<file path="config.mk">
export PLATFORM = sky130hd
export DESIGN_NAME = xlat_walker
export DESIGN_NICKNAME = d
export VERILOG_FILES = /design/src/rtl/xlat_pkg.sv /design/src/rtl/xlat_addr_gen.sv /design/src/rtl/xlat_desc_decode.sv /design/src/rtl/xlat_walker.sv
export SDC_FILE = /design/constraint.sdc
export NUM_CORES = 1
export LEC_CHECK = 0
export BUFFER_PORTS_ARGS = -buffer_cell sky130_fd_sc_hd__buf_2
export CAP_MARGIN = 25
export CORE_MARGIN = 3
export CORE_UTILIZATION = 45
export CTS_BUF_LIST = sky130_fd_sc_hd__clkbuf_4 sky130_fd_sc_hd__clkbuf_8
export CTS_CLUSTER_DIAMETER = 30
export DETAILED_ROUTE_END_ITERATION = 16
export GPL_TIMING_DRIVEN = 1
export PLACE_DENSITY = 0.67
export SLEW_MARGIN = 20
export SYNTH_ARGS = -nofsm -noshare
export SYNTH_HDL_FRONTEND = slang
export SYNTH_HIERARCHICAL = 1
export SYNTH_SLANG_ARGS = --single-unit
</file>
<file path="constraint.sdc">
create_clock -name clk -period 4.55 [get_ports clk]
set_input_delay 0.91 -clock clk [delete_from_list [all_inputs] [get_ports clk]]
set_output_delay 0.91 -clock clk [all_outputs]
set_load 0.05 [all_outputs]
</file>
<file path="src/rtl/xlat_pkg.sv">
package xlat_pkg;
    localparam int AW         = 32;
    localparam int DESC_SHIFT = 2;
    localparam int USED_BIT   = 3;
    localparam int MOD_BIT    = 4;
    localparam int CI_BIT     = 6;
    localparam int FLAG_LSBS  = 4;

    localparam logic [1:0] DT_PAGE  = 2'b01;
    localparam logic [1:0] DT_TABLE = 2'b10;

    typedef enum logic [1:0] {DK_FAULT, DK_PAGE, DK_TABLE} dkind_e;
    typedef enum logic [1:0] {ST_IDLE, ST_READ, ST_WBACK} wstate_e;

    typedef struct packed {
        dkind_e          kind;
        logic            wb;
        logic            ci;
        logic [AW-1:0]   upd;
        logic [AW-1:0]   next_base;
        logic [AW-1:0]   pa;
    } dres_t;

    function automatic int lvl_span(input int lvl, input int idx_w);
        return AW - idx_w * (lvl + 1);
    endfunction

    function automatic logic [AW-1:0] low_mask(input int span);
        return ~({AW{1'b1}} << span);
    endfunction
endpackage

</file>
<file path="src/rtl/xlat_addr_gen.sv">
module xlat_addr_gen
    import xlat_pkg::*;
#(
    parameter int IDX_W = 4,
    parameter int LVL_W = 2
) (
    input  logic [AW-1:0]    base,
    input  logic [AW-1:0]    vaddr,
    input  logic [LVL_W-1:0] lvl,
    output logic [AW-1:0]    daddr
);
    localparam logic [AW-1:0] IDX_MASK = low_mask(IDX_W);

    logic [AW-1:0] idx;

    always_comb begin
        idx   = (vaddr >> lvl_span(int'(lvl), IDX_W)) & IDX_MASK;
        daddr = base + (idx << DESC_SHIFT);
    end
endmodule

</file>
<file path="src/rtl/xlat_desc_decode.sv">
module xlat_desc_decode
    import xlat_pkg::*;
#(
    parameter int IDX_W   = 4,
    parameter int NUM_LVL = 3,
    parameter int LVL_W   = 2
) (
    input  logic [AW-1:0]    desc,
    input  logic [AW-1:0]    vaddr,
    input  logic [LVL_W-1:0] lvl,
    input  logic             wr,
    output dres_t            res
);
    localparam logic [AW-1:0] FLAG_MASK = low_mask(FLAG_LSBS);

    logic [AW-1:0] span_mask;
    logic          last_lvl;

    always_comb begin
        span_mask = low_mask(lvl_span(int'(lvl), IDX_W));
        last_lvl  = (int'(lvl) >= NUM_LVL - 1);
        res       = '0;
        res.kind  = DK_FAULT;
        res.upd   = desc;
        case (desc[1:0])
            DT_PAGE: begin
                res.kind = DK_PAGE;
                res.upd  = desc | (AW'(1) << USED_BIT) | (wr ? (AW'(1) << MOD_BIT) : '0);
                res.pa   = (desc & ~span_mask) | (vaddr & span_mask);
                res.ci   = desc[CI_BIT];
            end
            DT_TABLE: begin
                if (!last_lvl) begin
                    res.kind      = DK_TABLE;
                    res.upd       = desc | (AW'(1) << USED_BIT);
                    res.next_base = desc & ~FLAG_MASK;
                end
            end
            default: res.kind = DK_FAULT;
        endcase
        res.wb = (res.kind != DK_FAULT) && (res.upd != desc);
    end
endmodule

</file>
<file path="src/rtl/xlat_walker.sv">
module xlat_walker
    import xlat_pkg::*;
#(
    parameter int IDX_W   = 4,
    parameter int NUM_LVL = 3
) (
    input  logic          clk,
    input  logic          rst,
    input  logic          xlat_en,
    input  logic [AW-1:0] root_base,
    input  logic          req_valid,
    input  logic [AW-1:0] req_addr,
    input  logic          req_write,
    output logic          busy,
    output logic          done,
    output logic [AW-1:0] done_paddr,
    output logic          done_ci,
    output logic          done_fault,
    output logic          mem_req,
    output logic          mem_we,
    output logic [AW-1:0] mem_addr,
    output logic [AW-1:0] mem_wdata,
    input  logic          mem_ack,
    input  logic [AW-1:0] mem_rdata
);
    localparam int LVL_W = (NUM_LVL > 1) ? $clog2(NUM_LVL) : 1;

    wstate_e          st;
    logic [LVL_W-1:0] lvl;
    logic [AW-1:0]    base_q;
    logic [AW-1:0]    va_q;
    logic             wr_q;
    logic [AW-1:0]    upd_q;
    logic [AW-1:0]    next_q;
    logic [AW-1:0]    pa_q;
    logic             ci_q;
    logic             page_q;
    dres_t            dres;

    xlat_addr_gen #(.IDX_W(IDX_W), .LVL_W(LVL_W)) u_agen (
        .base  (base_q),
        .vaddr (va_q),
        .lvl   (lvl),
        .daddr (mem_addr)
    );

    xlat_desc_decode #(.IDX_W(IDX_W), .NUM_LVL(NUM_LVL), .LVL_W(LVL_W)) u_dec (
        .desc  (mem_rdata),
        .vaddr (va_q),
        .lvl   (lvl),
        .wr    (wr_q),
        .res   (dres)
    );

    assign busy      = (st != ST_IDLE);
    assign mem_req   = (st != ST_IDLE);
    assign mem_we    = (st == ST_WBACK);
    assign mem_wdata = upd_q;

    always_ff @(posedge clk) begin
        if (rst) begin
            st         <= ST_IDLE;
            lvl        <= '0;
            base_q     <= '0;
            va_q       <= '0;
            wr_q       <= 1'b0;
            upd_q      <= '0;
            next_q     <= '0;
            pa_q       <= '0;
            ci_q       <= 1'b0;
            page_q     <= 1'b0;
            done       <= 1'b0;
            done_paddr <= '0;
            done_ci    <= 1'b0;
            done_fault <= 1'b0;
        end else begin
            done <= 1'b0;
            case (st)
                ST_IDLE: begin
                    if (req_valid) begin
                        if (!xlat_en) begin
                            done       <= 1'b1;
                            done_paddr <= req_addr;
                            done_ci    <= 1'b0;
                            done_fault <= 1'b0;
                        end else begin
                            va_q   <= req_addr;
                            wr_q   <= req_write;
                            base_q <= root_base;
                            lvl    <= '0;
                            st     <= ST_READ;
                        end
                    end
                end
                ST_READ: begin
                    if (mem_ack) begin
                        upd_q  <= dres.upd;
                        next_q <= dres.next_base;
                        pa_q   <= dres.pa;
                        ci_q   <= dres.ci;
                        page_q <= (dres.kind == DK_PAGE);
                        case (dres.kind)
                            DK_PAGE: begin
                                if (dres.wb) begin
                                    st <= ST_WBACK;
                                end else begin
                                    st         <= ST_IDLE;
                                    done       <= 1'b1;
                                    done_paddr <= dres.pa;
                                    done_ci    <= dres.ci;
                                    done_fault <= 1'b0;
                                end
                            end
                            DK_TABLE: begin
                                if (dres.wb) begin
                                    st <= ST_WBACK;
                                end else begin
                                    base_q <= dres.next_base;
                                    lvl    <= lvl + LVL_W'(1);
                                end
                            end
                            default: begin
                                st         <= ST_IDLE;
                                done       <= 1'b1;
                                done_paddr <= '0;
                                done_ci    <= 1'b0;
                                done_fault <= 1'b1;
                            end
                        endcase
                    end
                end
                ST_WBACK: begin
                    if (mem_ack) begin
                        if (page_q) begin
                            st         <= ST_IDLE;
                            done       <= 1'b1;
                            done_paddr <= pa_q;
                            done_ci    <= ci_q;
                            done_fault <= 1'b0;
                        end else begin
                            base_q <= next_q;
                            lvl    <= lvl + LVL_W'(1);
                            st     <= ST_READ;
                        end
                    end
                end
                default: st <= ST_IDLE;
            endcase
        end
    end

    // request held stable until acknowledged
    a_r11_req_held: assert property (@(posedge clk) disable iff (rst)
        (mem_req && !mem_ack) |=> (mem_req && $stable(mem_addr) && $stable(mem_we) && $stable(mem_wdata)));

    // every write-back carries the used flag
    a_r7_wb_sets_used: assert property (@(posedge clk) disable iff (rst)
        (mem_req && mem_we) |-> mem_wdata[USED_BIT]);

    // completion pulse never overlaps busy, and lasts one cycle
    a_r10_done_idle: assert property (@(posedge clk) disable iff (rst)
        done |-> (!busy && !mem_req));
    a_r10_done_pulse: assert property (@(posedge clk) disable iff (rst)
        done |=> !done);

    // disabled translation passes the address straight through
    a_r2_bypass: assert property (@(posedge clk) disable iff (rst)
        (!busy && req_valid && !xlat_en) |=> (done && !done_fault && !done_ci && (done_paddr == $past(req_addr))));

    // a fault reports no attribute and a zero address
    a_r6_fault_clean: assert property (@(posedge clk) disable iff (rst)
        (done && done_fault) |-> (!done_ci && done_paddr == '0));
endmodule

</file>
After elaboration in Yosys (flattened, before gate mapping)

Cells that the tools add are included.

Register bits after elaboration: 202

Equal/unequal tests: 19
Add/sub/neg operators: 4
Shift operators: 2
Muxes and demuxes: 63
Reduce and logical (&&, ||, !) cells: 10
Bitwise logic cells: 6
Order comparisons: 1

Operators by type and width:

| kind                                                | number |
|---|---|
| 2-to-1 mux 32 bit                                   | 15 |
| case mux 32 bit (3 select lines)                    | 2 |
| case mux 32 bit (2 select lines)                    | 2 |
| bitwise AND 32 bit                                  | 2 |
| NOT 32 bit                                          | 2 |
| 2-to-1 mux 36 bit                                   | 1 |
| adder 32 x 6 -> 32 bit                              | 1 |
| inequality test 32 bit                              | 1 |
| OR 32 bit                                           | 1 |
| OR 32 x 5 -> 32 bit                                 | 1 |
| left shift 32 x 32 -> 32 bit (first input constant) | 1 |
| >> shifter 32 x 32 -> 4 bit                         | 1 |
| subtractor 7 x 32 -> 32 bit (first input constant)  | 1 |
| 2-to-1 mux 2 bit                                    | 14 |
| 2-to-1 mux 1 bit                                    | 18 |
| inequality test 2 bit (second input constant)       | 8 |
| AND reduction 8 bit                                 | 2 |
| case mux 2 bit (3 select lines)                     | 2 |
| case mux 1 bit (3 select lines)                     | 3 |
| case mux 2 bit (2 select lines)                     | 2 |
| == test 2 x 1 -> 1 bit (second input constant)      | 3 |
| == test 2 bit (second input constant)               | 3 |
| inequality test 3 bit (second input constant)       | 2 |
| case mux 1 bit (2 select lines)                     | 3 |
| 12 further kinds                                    | 14 |

Logic depth before layout (Yosys ltp)

Depth in word-level cells: 12
Mapped depth: 13
Gate-level depth less buffers: 11

Cells and area by module

The synthesis kept the hierarchy.

Modules (own cells, without submodules):

| module           | times used | area an instance (um2) | cells each | seq. area each (um2) |
|---|---|---|---|---|
| xlat_walker      | 1          | 8495.6                 | 1146       | 4043.9 |
| xlat_desc_decode | 1          | 1358.8                 | 215        | 0.0 |
| xlat_addr_gen    | 1          | 894.6                  | 118        | 0.0 |

Worst setup path before layout

OpenSTA, ideal clock, no wires.

Path type: reg2out
Start point: reg lvl[0]
End point: out mem_addr[24]
Slack: -0.015 ns
Cell stages (with the launch flop): 13
Arrival: 3.655 ns
Buffers on the path: 1
Data required time: 3.640 ns
Cells stage by stage: dfxtp_1 > inv_1 > ha_1 > clkbuf_1 > mux2i_1 > o22ai_1 > ha_1 > inv_1 > fa_1 > nand2b_1 > a21o_1 > nor4b_1 > xor2_1

Longest elaborated chain between the ends: 4

Ends and longest elaborated chain:

| element                     | line                | source |
|---|---|---|
| from (decl)                 | xlat_walker.sv:29   | `logic [LVL_W-1:0] lvl;` |
| from (signal assigned)      | xlat_walker.sv:119  | `lvl <= lvl + LVL_W'(1);` |
| from (signal assigned)      | xlat_walker.sv:142  | `lvl <= lvl + LVL_W'(1);` |
| adder 2 x 1 -> 3 bit        | xlat_pkg.sv:25      | `return AW - idx_w * (lvl + 1);` |
| subtractor 7 x 32 -> 32 bit | xlat_pkg.sv:25      |  |
| >> shifter 32 x 32 -> 4 bit | xlat_addr_gen.sv:17 | `idx = (vaddr >> lvl_span(int'(lvl), IDX_W)) & IDX_MASK;` |
| adder 32 x 6 -> 32 bit      | xlat_addr_gen.sv:18 | `daddr = base + (idx << DESC_SHIFT);` |
| to (decl)                   | xlat_walker.sv:21   | `output logic [AW-1:0] mem_addr,` |

No other way between the ends.

Worst setup path in the final report

Start point: reg lvl[1]
End point: out mem_addr[24]

Same word-level chain as after synthesis.

==> impl_metrics.json <==
{
  "period_needed_ns": 4.47,
  "fin_nets": 1711,
  "postCtsSetupBuffers": 0,
  "worst_slew_pin_slew_ns": 1.07,
  "syn_to_final_growth_pct": 18.8,
  "path_clk_slew_ns": 0.05,
  "grt_usage": 0.249,
  "syn_area_sq_um": 10700,
  "holdWs_ns": 0.448,
  "drc": 0,
  "rsz0062_at_grt": "true",
  "total_power_mw": 5.93,
  "die_w_um": 161,
  "worstPathArrival_ns": 3.56,
  "grt_pass1_wl_mm": 53.0,
  "start_util": 0.466,
  "drv_slew": 0,
  "run_status": "finished, final reports clean",
  "cts.sinks": 202,
  "cts_made_buffers": 48,
  "synth_cells": 1479,
  "finalCritPeriodShare": 0.981,
  "tritoncts": "done",
  "viasPerCell": 5.61,
  "dieArea_sq_um": 25800,
  "required_ns": 3.64,
  "crit_type": "reg -> out",
  "min_path_type": "reg -> reg",
  "cts_root_buf": "clkbuf_8",
  "end_kind": "output pin",
  "drt-wirelength-per-cell_um": 17.6,
  "drt-total-wl_mm": 34.0,
  "synth_top_area_share": 0.376,
  "ys_seq_elements": 202,
  "max_clock_freq_mhz": 224,
  "cts.path.max_buffers": 3,
  "cp-start-kind": "flop",
  "final-hold-violation-count": 0,
  "tns_ns": 0,
  "p_per_area_nw_per_um2": 464,
  "setup_viol": 0,
  "clock_skew_ns": 0.0138,
  "drt_pass1_iterations": 6,
  "grt_max_degree": 107,
  "core-area_sq_um": 23100,
  "top_level_ports": 204,
  "async_reset_ff_frac": 0,
  "htree_levels": 2,
  "drv_cap": 0,
  "dpl_cell_area_sq_um": 11600,
  "grt_antenna_before_repair": 0,
  "hold_buffers": 0,
  "via_count": 10879,
  "ys_types": 57,
  "synth_edf_count": 0,
  "antenna_left": 0,
  "synth.top_cells.by_area": "dfxtp_1 38%, nand2_1 13%, a21oi_1 10%",
  "syn_avg_cell_area_sq_um": 7.27,
  "leakagePower_nw": 4.85,
  "gr-total-overflow": 0,
  "ys.flop_type": "dfxtp_1",
  "final_cell_mix": "385 x nand2_1, 223 x a21oi_1, 201 x dfxtp_1, 198 x buf_2, 87 x nand3_1",
  "die_y_um": 161,
  "final_common_cell": "nand2_1",
  "fillers": 2237,
  "fin_area_sq_um": 12800,
  "ys_warn_count": 6,
  "worstSkewPairLatency_ns": 0.55,
  "io_buffer_count": 203,
  "slew_headroom": 0.282,
  "synth-seq-area-share": 0.376,
  "drive_gt1_frac": 0.210,
  "crit_fanout": 8,
  "dp_hpwl_mm": 23.1,
  "drt-initial-drc-count": 1024,
  "rows": 55,
  "ir_drop_mv": 0.212,
  "gp_congestion": 0.891,
  "synth_area_leader_cell": "dfxtp_1",
  "antenna_cells": 0,
  "fin_util": 0.554,
  "grt_pass1_vias": 10006
}
area by class of cell:
type,instances,area [sq um],share of cell area
Inverter,18,67.6,0.00529
Clock buffer,62,822,0.0644
Sequential cell,202,4050,0.317
Tap cell,313,392,0.0307
Timing Repair Buffer,222,1230,0.0962
Multi-Input combinational cell,1097,5920,0.463
Clock inverter,25,297,0.0232
per-stage QoR:
stage          std cells  worst slack [ns]
2_1_floorplan       1482            0.0813
3_3_place_gp        1850             0.457
3_5_place_dp        1852             0.362
4_1_cts             1939            0.0218
5_1_grt             1939           -0.0206
6_report            1939            0.0844
where the power goes:
group          switching, mW  total [mW]  leakage, nW  internal [mW]
clock                  0.886        2.42        0.566           1.53
sequential             0.100        2.01         1.64           1.91
combinational           1.10        1.50         2.64          0.402
total                   2.09        5.93         4.85           3.84
worst max-delay path, cell delays in order (launching register included):
cell      delay, ns
dfxtp_4        0.38
inv_1          0.05
ha_1           0.33
mux2i_1        0.15
o22ai_1        0.22
ha_2           0.25
inv_1          0.05
fa_1           0.39
nand2b_1       0.24
a21o_4         0.29
nor4b_4        0.30
xor2_2         0.15
buf_4          0.21
state kept, by name, indices dropped and copies added (netlist names):
signal,count
pa_q,32
st,2
va_q,32
done_ci,1
done,1
wr_q,1
done_paddr,32
page_q,1
done_fault,1
next_q,32
base_q,32
lvl,2
mem_wdata,32
ci_q,1
what timing repair did:
item | 4_1_cts | 5_1_grt
resized for setup | 6 | 11
pin swaps | 0 | 2
setup endpoints to repair | 11 | 23
metal layers:
layer  vias up  GRT usage  wire length, um
li1       5267          -                -
met1      5137      0.340            15000
met2       408      0.398            15800
met3        67     0.0444             2270
met4         0     0.0880              945
met5         -          0                0
cell families after synthesis:
group | Yosys count | share of synthesized area
other | 1 | 0.000349
adder cells (fa/ha/maj) | 20 | 0.0240
buffers and inverters | 183 | 0.0832
XOR/XNOR | 30 | 0.0244
AO/OA/AOI/OAI | 402 | 0.215
multiplexers | 19 | 0.0178
AND/OR/NAND/NOR | 622 | 0.259
flip-flops | 202 | 0.376
synthesized netlist by cell type, types with 2 or more instances:
cell / n
o21ai_1: 3
and3_1: 4
dfxtp_1: 202
and2_1: 34
nor2_1: 51
a21oi_1: 224
and4_1: 2
o211ai_1: 36
nor4_2: 5
nand4_1: 23
o21ba_2: 2
a22oi_1: 32
xor2_1: 15
xnor2_1: 15
ha_1: 19
a21o_1: 3
mux2i_1: 18
buf_2: 15
nor3_1: 4
nand3b_1: 3
buf_1: 11
nor2b_1: 7
inv_1: 18
nor3b_2: 2
a31oi_1: 34
clkbuf_1: 94
o41ai_1: 4
o21ai_0: 50
nand2_1: 386
nand3_1: 87
o22ai_1: 3
buf_4: 38
nand2b_1: 5
o21bai_1: 2
buf_6: 6
worst paths after layout:
check             slack, ns  cells after the start       from            to
setup / recovery       0.08                     12     lvl[1]  mem_addr[24]
hold reg to reg        0.45                      2  base_q[1]     base_q[1]
hold / removal         0.45                      2  base_q[1]     base_q[1]
setup reg to reg       1.30                     11     lvl[0]        lvl[1]
(Power assumes the default switching activity.)
